===== config.mk =====
export PLATFORM = sky130hd
export DESIGN_NAME = mbx_irq
export DESIGN_NICKNAME = d
export VERILOG_FILES = /design/src/rtl/mbx_pkg.sv /design/src/rtl/mbx_port_dec.sv /design/src/rtl/mbx_flag.sv /design/src/rtl/mbx_irq.sv
export SDC_FILE = /design/constraint.sdc
export NUM_CORES = 1
export LEC_CHECK = 0
export ABC_CLOCK_PERIOD_IN_PS = 950
export BUFFER_PORTS_ARGS = -buffer_cell sky130_fd_sc_hd__buf_2
export CORE_AREA = 2 2 39 41
export DETAILED_ROUTE_END_ITERATION = 16
export DIE_AREA = 0 0 41 43
export PLACE_DENSITY = 0.54
export SYNTH_ARGS = -nofsm -noshare
export SYNTH_HDL_FRONTEND = slang
export SYNTH_SLANG_ARGS = --single-unit

===== constraint.sdc =====
create_clock -name clk -period 0.95 [get_ports clk]
set_input_delay 0.0475 -clock clk [delete_from_list [all_inputs] [get_ports clk]]
set_output_delay 0.0475 -clock clk [all_outputs]
set_load 0.02 [all_outputs]

===== src/rtl/mbx_pkg.sv =====
package mbx_pkg;

  // Access strobes of one port, all active high.
  typedef struct packed {
    logic sel;
    logic rd;
    logic wr;
    logic busy;
  } port_ctl_t;

  typedef enum logic {SIDE_L = 1'b0, SIDE_R = 1'b1} side_e;

  // Mailbox of a side: the left box sits one below the top, the right box at the top.
  function automatic int unsigned box_addr(int unsigned aw, side_e s);
    return (32'd1 << aw) - 32'd2 + int'(s);
  endfunction

endpackage


===== src/rtl/mbx_port_dec.sv =====
module mbx_port_dec
  import mbx_pkg::*;
#(
  parameter int unsigned ADDR_W   = 10,
  parameter int unsigned OWN_BOX  = 1022,
  parameter int unsigned PEER_BOX = 1023
) (
  input  logic              clk,
  input  logic              rst,
  input  port_ctl_t         ctl,
  input  logic [ADDR_W-1:0] addr,
  output logic              post,
  output logic              ack
);

  localparam logic [ADDR_W-1:0] OWN_A  = ADDR_W'(OWN_BOX);
  localparam logic [ADDR_W-1:0] PEER_A = ADDR_W'(PEER_BOX);

  logic granted;
  logic hit_own;
  logic hit_peer;

  always_comb begin
    granted  = ctl.sel & ~ctl.busy;
    hit_own  = (addr == OWN_A);
    hit_peer = (addr == PEER_A);
    post     = granted & ctl.wr & hit_peer;
    ack      = granted & ctl.rd & hit_own;
  end


  busy_veto_chk: assert property (@(posedge clk) disable iff (rst)
    ctl.busy |-> (!post && !ack));


  desel_quiet_chk: assert property (@(posedge clk) disable iff (rst)
    !ctl.sel |-> (!post && !ack));


  addr_exact_chk: assert property (@(posedge clk) disable iff (rst)
    (addr != OWN_A && addr != PEER_A) |-> (!post && !ack));

endmodule


===== src/rtl/mbx_flag.sv =====
module mbx_flag (
  input  logic clk,
  input  logic rst,
  input  logic set,
  input  logic clr,
  output logic irq_n
);

  always_ff @(posedge clk) begin
    if (rst)      irq_n <= 1'b1;
    else if (set) irq_n <= 1'b0;
    else if (clr) irq_n <= 1'b1;
  end


  reset_idle_chk: assert property (@(posedge clk) rst |=> irq_n);


  set_first_chk: assert property (@(posedge clk) disable iff (rst)
    set |=> !irq_n);


  clear_done_chk: assert property (@(posedge clk) disable iff (rst)
    (clr && !set) |=> irq_n);


  hold_chk: assert property (@(posedge clk) disable iff (rst)
    (!set && !clr) |=> $stable(irq_n));

endmodule


===== src/rtl/mbx_irq.sv =====
module mbx_irq
  import mbx_pkg::*;
#(
  parameter int unsigned ADDR_W  = 10,
  parameter bit          MBOX_EN = 1'b1
) (
  input  logic              clk,
  input  logic              rst,
  input  logic              l_sel,
  input  logic              l_rd,
  input  logic              l_wr,
  input  logic [ADDR_W-1:0] l_addr,
  input  logic              l_busy,
  input  logic              r_sel,
  input  logic              r_rd,
  input  logic              r_wr,
  input  logic [ADDR_W-1:0] r_addr,
  input  logic              r_busy,
  output logic              l_irq_n,
  output logic              r_irq_n
);

  localparam int unsigned NSIDE = 2;
  localparam int unsigned BOX_L = box_addr(ADDR_W, SIDE_L);
  localparam int unsigned BOX_R = box_addr(ADDR_W, SIDE_R);

  port_ctl_t         ctl  [NSIDE];
  logic [ADDR_W-1:0] addr [NSIDE];
  logic [NSIDE-1:0]  post;
  logic [NSIDE-1:0]  ack;
  logic [NSIDE-1:0]  irq_n;

  always_comb begin
    ctl[SIDE_L]  = '{sel: l_sel, rd: l_rd, wr: l_wr, busy: l_busy};
    ctl[SIDE_R]  = '{sel: r_sel, rd: r_rd, wr: r_wr, busy: r_busy};
    addr[SIDE_L] = l_addr;
    addr[SIDE_R] = r_addr;
  end

  generate
    if (MBOX_EN) begin : g_on
      for (genvar s = 0; s < NSIDE; s++) begin : g_side
        localparam int unsigned OWN  = (s == 0) ? BOX_L : BOX_R;
        localparam int unsigned PEER = (s == 0) ? BOX_R : BOX_L;

        mbx_port_dec #(
          .ADDR_W  (ADDR_W),
          .OWN_BOX (OWN),
          .PEER_BOX(PEER)
        ) dec_i (
          .clk (clk),
          .rst (rst),
          .ctl (ctl[s]),
          .addr(addr[s]),
          .post(post[s]),
          .ack (ack[s])
        );

        // A side's flag is set by the opposite side posting, cleared by its own ack.
        mbx_flag flag_i (
          .clk  (clk),
          .rst  (rst),
          .set  (post[NSIDE-1-s]),
          .clr  (ack[s]),
          .irq_n(irq_n[s])
        );
      end
    end else begin : g_off
      always_comb begin
        post  = '0;
        ack   = '0;
        irq_n = '1;
      end
    end
  endgenerate

  assign l_irq_n = irq_n[SIDE_L];
  assign r_irq_n = irq_n[SIDE_R];


  left_raise_chk: assert property (@(posedge clk) disable iff (rst || !MBOX_EN)
    (r_sel && r_wr && !r_busy && r_addr == ADDR_W'(BOX_L)) |=> !l_irq_n);


  right_raise_chk: assert property (@(posedge clk) disable iff (rst || !MBOX_EN)
    (l_sel && l_wr && !l_busy && l_addr == ADDR_W'(BOX_R)) |=> !r_irq_n);


  right_clear_chk: assert property (@(posedge clk) disable iff (rst || !MBOX_EN)
    (r_sel && r_rd && !r_busy && r_addr == ADDR_W'(BOX_R) &&
     !(l_sel && l_wr && !l_busy && l_addr == ADDR_W'(BOX_R))) |=> r_irq_n);

endmodule


### Word-level counts from Yosys, hierarchy flattened

Index checks and enable logic that the tools add are counted.

| storage, ports and cells | value |
|---|---|
| flip-flop bits (word level) | 2 |
| input port bits | 30 |
| word-level logic and storage cells | 24 |

| cells by class | value |
|---|---|
| equal/unequal tests | 4 |
| multiplexer cells | 4 |
| bitwise logic cells | 12 |
| reduce and logical (&&, ||, !) cells | 2 |

Operators by type and width:

| operator | count |
|---|---|
| $eq A10 B10 Y1 const B | 4 |
| $and A1 B1 Y1 | 10 |
| $mux W1 | 4 |
| $reduce_bool A2 Y1 | 2 |
| $not A1 Y1 | 2 |

### Logic depth before layout (Yosys ltp)

| depth | value |
|---|---|
| depth in word-level cells | 6 |
| depth in mapped cells | 3 |
| depth with buffers taken out | 3 |

### Hierarchy

A second synthesis with hierarchy kept.

| second synthesis, totals | value |
|---|---|
| cell total of the unflattened synthesis | 20 |
| area, all modules | 160.2 um^2 |

By module, submodules not included:

| module | times used | cells each | area each (um^2) | sequential area each (um^2) |
|---|---|---|---|---|
| mbx_port_dec | 2 | 7 | 45.0 | 0.0 |
| mbx_flag | 2 | 3 | 35.0 | 20.0 |

### Worst setup path after synthesis

OpenSTA, ideal clock, no wires.

| timing | value |
|---|---|
| kind | input -> register |
| from | in l_busy |
| to | reg g_on.g_side[1].flag_i.irq_n |
| setup time | 0.120 ns |
| arrival time | 0.742 ns |
| required time | 0.830 ns |
| setup slack | 0.089 ns |
| stages on the path | 3 |
| buffers on the path | 0 |
| cell sequence | nand3b_1 -> or4_1 -> o31a_1 |

| on the way | value |
|---|---|
| word-level cells in the longest chain between the ends | 5 |
| elaborated cells between the ends (all ways) | 6 |
| those cells by class | mux: 1; bitwise: 4; reduce/logical: 1 |

Ends and longest elaborated chain:

| element | RTL line | source |
|---|---|---|
| start: declaration | mbx_irq.sv:13 | `input logic l_busy,` |
| $not A1 Y1 (*) | mbx_port_dec.sv:24 | `granted = ctl.sel & ~ctl.busy;` |
| $and A1 B1 Y1 (*) | mbx_port_dec.sv:24 |  |
| $and A1 B1 Y1 (*) (2 in a row) | mbx_port_dec.sv:27 | `post = granted & ctl.wr & hit_peer;` |
| $mux W1 / $reduce_bool A2 Y1 (equally long branches) | n/a |  |
| end signal: assignment | mbx_flag.sv:10 | `if (rst) irq_n <= 1'b1;` |
| end signal: assignment | mbx_flag.sv:11 | `else if (set) irq_n <= 1'b0;` |
| end signal: assignment | mbx_flag.sv:12 | `else if (clr) irq_n <= 1'b1;` |
| end: declaration | mbx_flag.sv:6 | `output logic irq_n` |

Mark *: on every way between the ends. The rest lies on a longest branch, timed or not.
A chain may end at the register's enable or synchronous reset.

### Worst setup path after layout

Ends and elaborated chain as after synthesis.

==> qor.txt <==
Leakage Power: 0.0001726 uW
Max Cap Viol: 0
pre-CTS WS: -0.05236 ns
Final Setup Violations: 0
R2R depth: 1
crit end category: register
hold_ws: 0.02843 ns
Worst setup endpoint: g_on.g_side[1].flag_i.irq_n
M2 GR Usage: 11.88%
fraction of layout cells with a size suffix above 1: 64.81%
number of buffers created by CTS: 3
critical path type: input pin to register
largest registers: g_on.g_side.flag_i.irq_n: 2 flops
Reg-to-Reg End: g_on.g_side[1].flag_i.irq_n
post-cts sizing count: 0
Logic pwr share: 21.6%
area grow syn2layout: 136.7%
worst-case vdd ir drop: 0.0004112 V
Final Instance Area: 355.3 um2
initial core utilization: 10.85%
Register-to-Register Setup Slack: 0.26 ns
I/O pin count: 32
clock root cell: clkbuf_4
Slew Limit Fails: 0
DIE WIDTH: 41 um
first-pass GRT wire length: 903 um
Required @ worst endpoint: 1.06 ns
core area: 1384 um2
fin util: 25.68%
largest cells by area after synthesis: dfxtp_1, nand4_1, nand3b_1
CTS tree: built
n_diodes: 0
Clock transition at path regs: 0.03 ns
Largest register FFs: 2
crit path from: l_busy
Tmin final: 0.7762 ns
Synth Cell Area: 150.1 um2
drt drc: 0
largest net degree at the start of global routing: 4
Cell Rows: 14
Seq pwr share: 24.7%
Total Wirelength: 609 um
grt ovf: 0
maximum clock insertion buffer count: 2
Cell Int Power: 275.0 uW
Post-Syn Area per Cell: 7.902 um2
Worst EP arrival: 0.88 ns
status: completed
Post-CTS Repair Setup Buffers: 0
die area: 1763 um2
crit-path max FO: 2
YS warnings: 0
flops & latches, synth: 2
RSZ-0062 raised after global routing: no
post-route ant nets: 0
Cells after Synth: 19
Synth area leader: dfxtp_1
sequential fraction of the synthesis area: 26.67%
Fin. Hold Viols: 0
initial antenna violation count: 0
H-tree levels: 1
routing usage on met1: 7.029%
vias per inst: 4.114
Layout Skew: 0 ns
GRT busiest layer: met2
vias in the first global route: 260
drt first pass iters: 2
Final Cycle Share: 81.70%
relative slew slack: 81.70%
top cell type's share of synthesized area: 26.67%
# hold bufs at CTS: 0
CP startpoint kind: input pin
Clock Sinks: 2
Tightest Pin Transition: 0.2720 ns
register with the most flip-flops: g_on.g_side.flag_i.irq_n
sw frac: 19.94%
DR WL/cell: 8.700 um
Final WS setup: 0.1738 ns
Clock Latency Late Sink: 0.22 ns
worst min path class: input pin to register
syn nets: 49
DR iter-0 viols: 3
GPL Wtd Cong: 0.6344
overall routing resource usage: 8.116%
via count: 288
Placed Area: 332.8 um2
Clock Power Share: 53.7%
Layout Nets: 86
fmax: 1288 MHz
GRT met3 Usage: 6.283%
Synth cell types: 13
PwrDens: 966.6 nW/um2
Psw: 68.50 uW
Buffers on Ports: 31
R2R Path Start: g_on.g_side[1].flag_i.irq_n
DIE HEIGHT: 43 um
[worst max-delay path, cell delays in order]
cell	delay, ns
buf_2	0.09
nand3b_1	0.15
or4_1	0.48
o31a_1	0.12
[per-stage QoR]
step | total power [uW] | TNS, ns | std cells
2_1_floorplan | 97.51 | 0 | 19
3_3_place_gp | 160.0 | -0.09762 | 67
3_5_place_dp | 161.4 | -0.1036 | 67
4_1_cts | 357.2 | 0 | 70
5_1_grt | 376.4 | 0 | 70
6_report | 343.5 | 0 | 70
[power by group through the flow]
stage | Sequential, uW | Combinational (uW) | Clock, uW
floorplan | 85.8 | 11.7 | 0
global placement | 85.7 | 74.2 | 0
detailed placement | 85.7 | 75.6 | 0
CTS | 84.7 | 75.9 | 197
global route | 84.6 | 83.7 | 208
finish | 84.7 | 74.3 | 184
[cell usage in the layout, fill, tap and decap left out]
master / n
nor3_1: 1
or2b_1: 1
nor2_1: 2
clkbuf_4: 3
nand3b_1: 2
nand3_1: 1
nand2_1: 1
nand4_1: 3
buf_2: 31
or4_1: 2
dfxtp_1: 2
nand4b_1: 1
o31a_1: 1
a32oi_1: 1
buf_4: 1
nor4_1: 1
[cell usage after synthesis]
cell,count
nor3_1,1
o31a_1,1
or4_1,2
a32oi_1,1
nor4_1,1
dfxtp_1,2
nand4_1,3
or2b_1,1
nand3b_1,2
nand2_1,1
nor2_1,2
nand3_1,1
nand4b_1,1
[area by class of cell]
| type | instances | area, um2 |
|---|---|---|
| Tap cell | 16 | 20.02 |
| Multi-Input combinational cell | 17 | 110.1 |
| Sequential cell | 2 | 40.04 |
| Fill cell | 162 | 1028 |
| Timing Repair Buffer | 32 | 162.7 |
| Clock buffer | 3 | 22.52 |
[metal layers]
metal / vias to the layer above / part of all wire, % / routed length [um]
li1: 151 / - / -
met1: 116 / 41 / 247
met2: 21 / 45 / 277
met3: 0 / 14 / 84
met4: 0 / 0 / 0
met5: - / 0 / 0
[worst min path at each step]
stage | from | to | slack (ns) | cells past startpoint
global placement | r_wr | g_on.g_side[0].flag_i.irq_n | 0.25 | 2
finish | r_wr | g_on.g_side[0].flag_i.irq_n | 0.03 | 2
CTS | r_wr | g_on.g_side[0].flag_i.irq_n | 0.02 | 2
detailed placement | r_wr | g_on.g_side[0].flag_i.irq_n | 0.26 | 2
global route | r_wr | g_on.g_side[0].flag_i.irq_n | 0.03 | 2
floorplan | r_wr | g_on.g_side[0].flag_i.irq_n | 0.16 | 1
[cells by family after synthesis]
| family | synth area share, % |
|---|---|
| AND/OR/NAND/NOR | 61.66 |
| flip-flops | 26.67 |
| AO/OA/AOI/OAI | 11.67 |
Note: power is estimated with default switching activity, not from simulation.
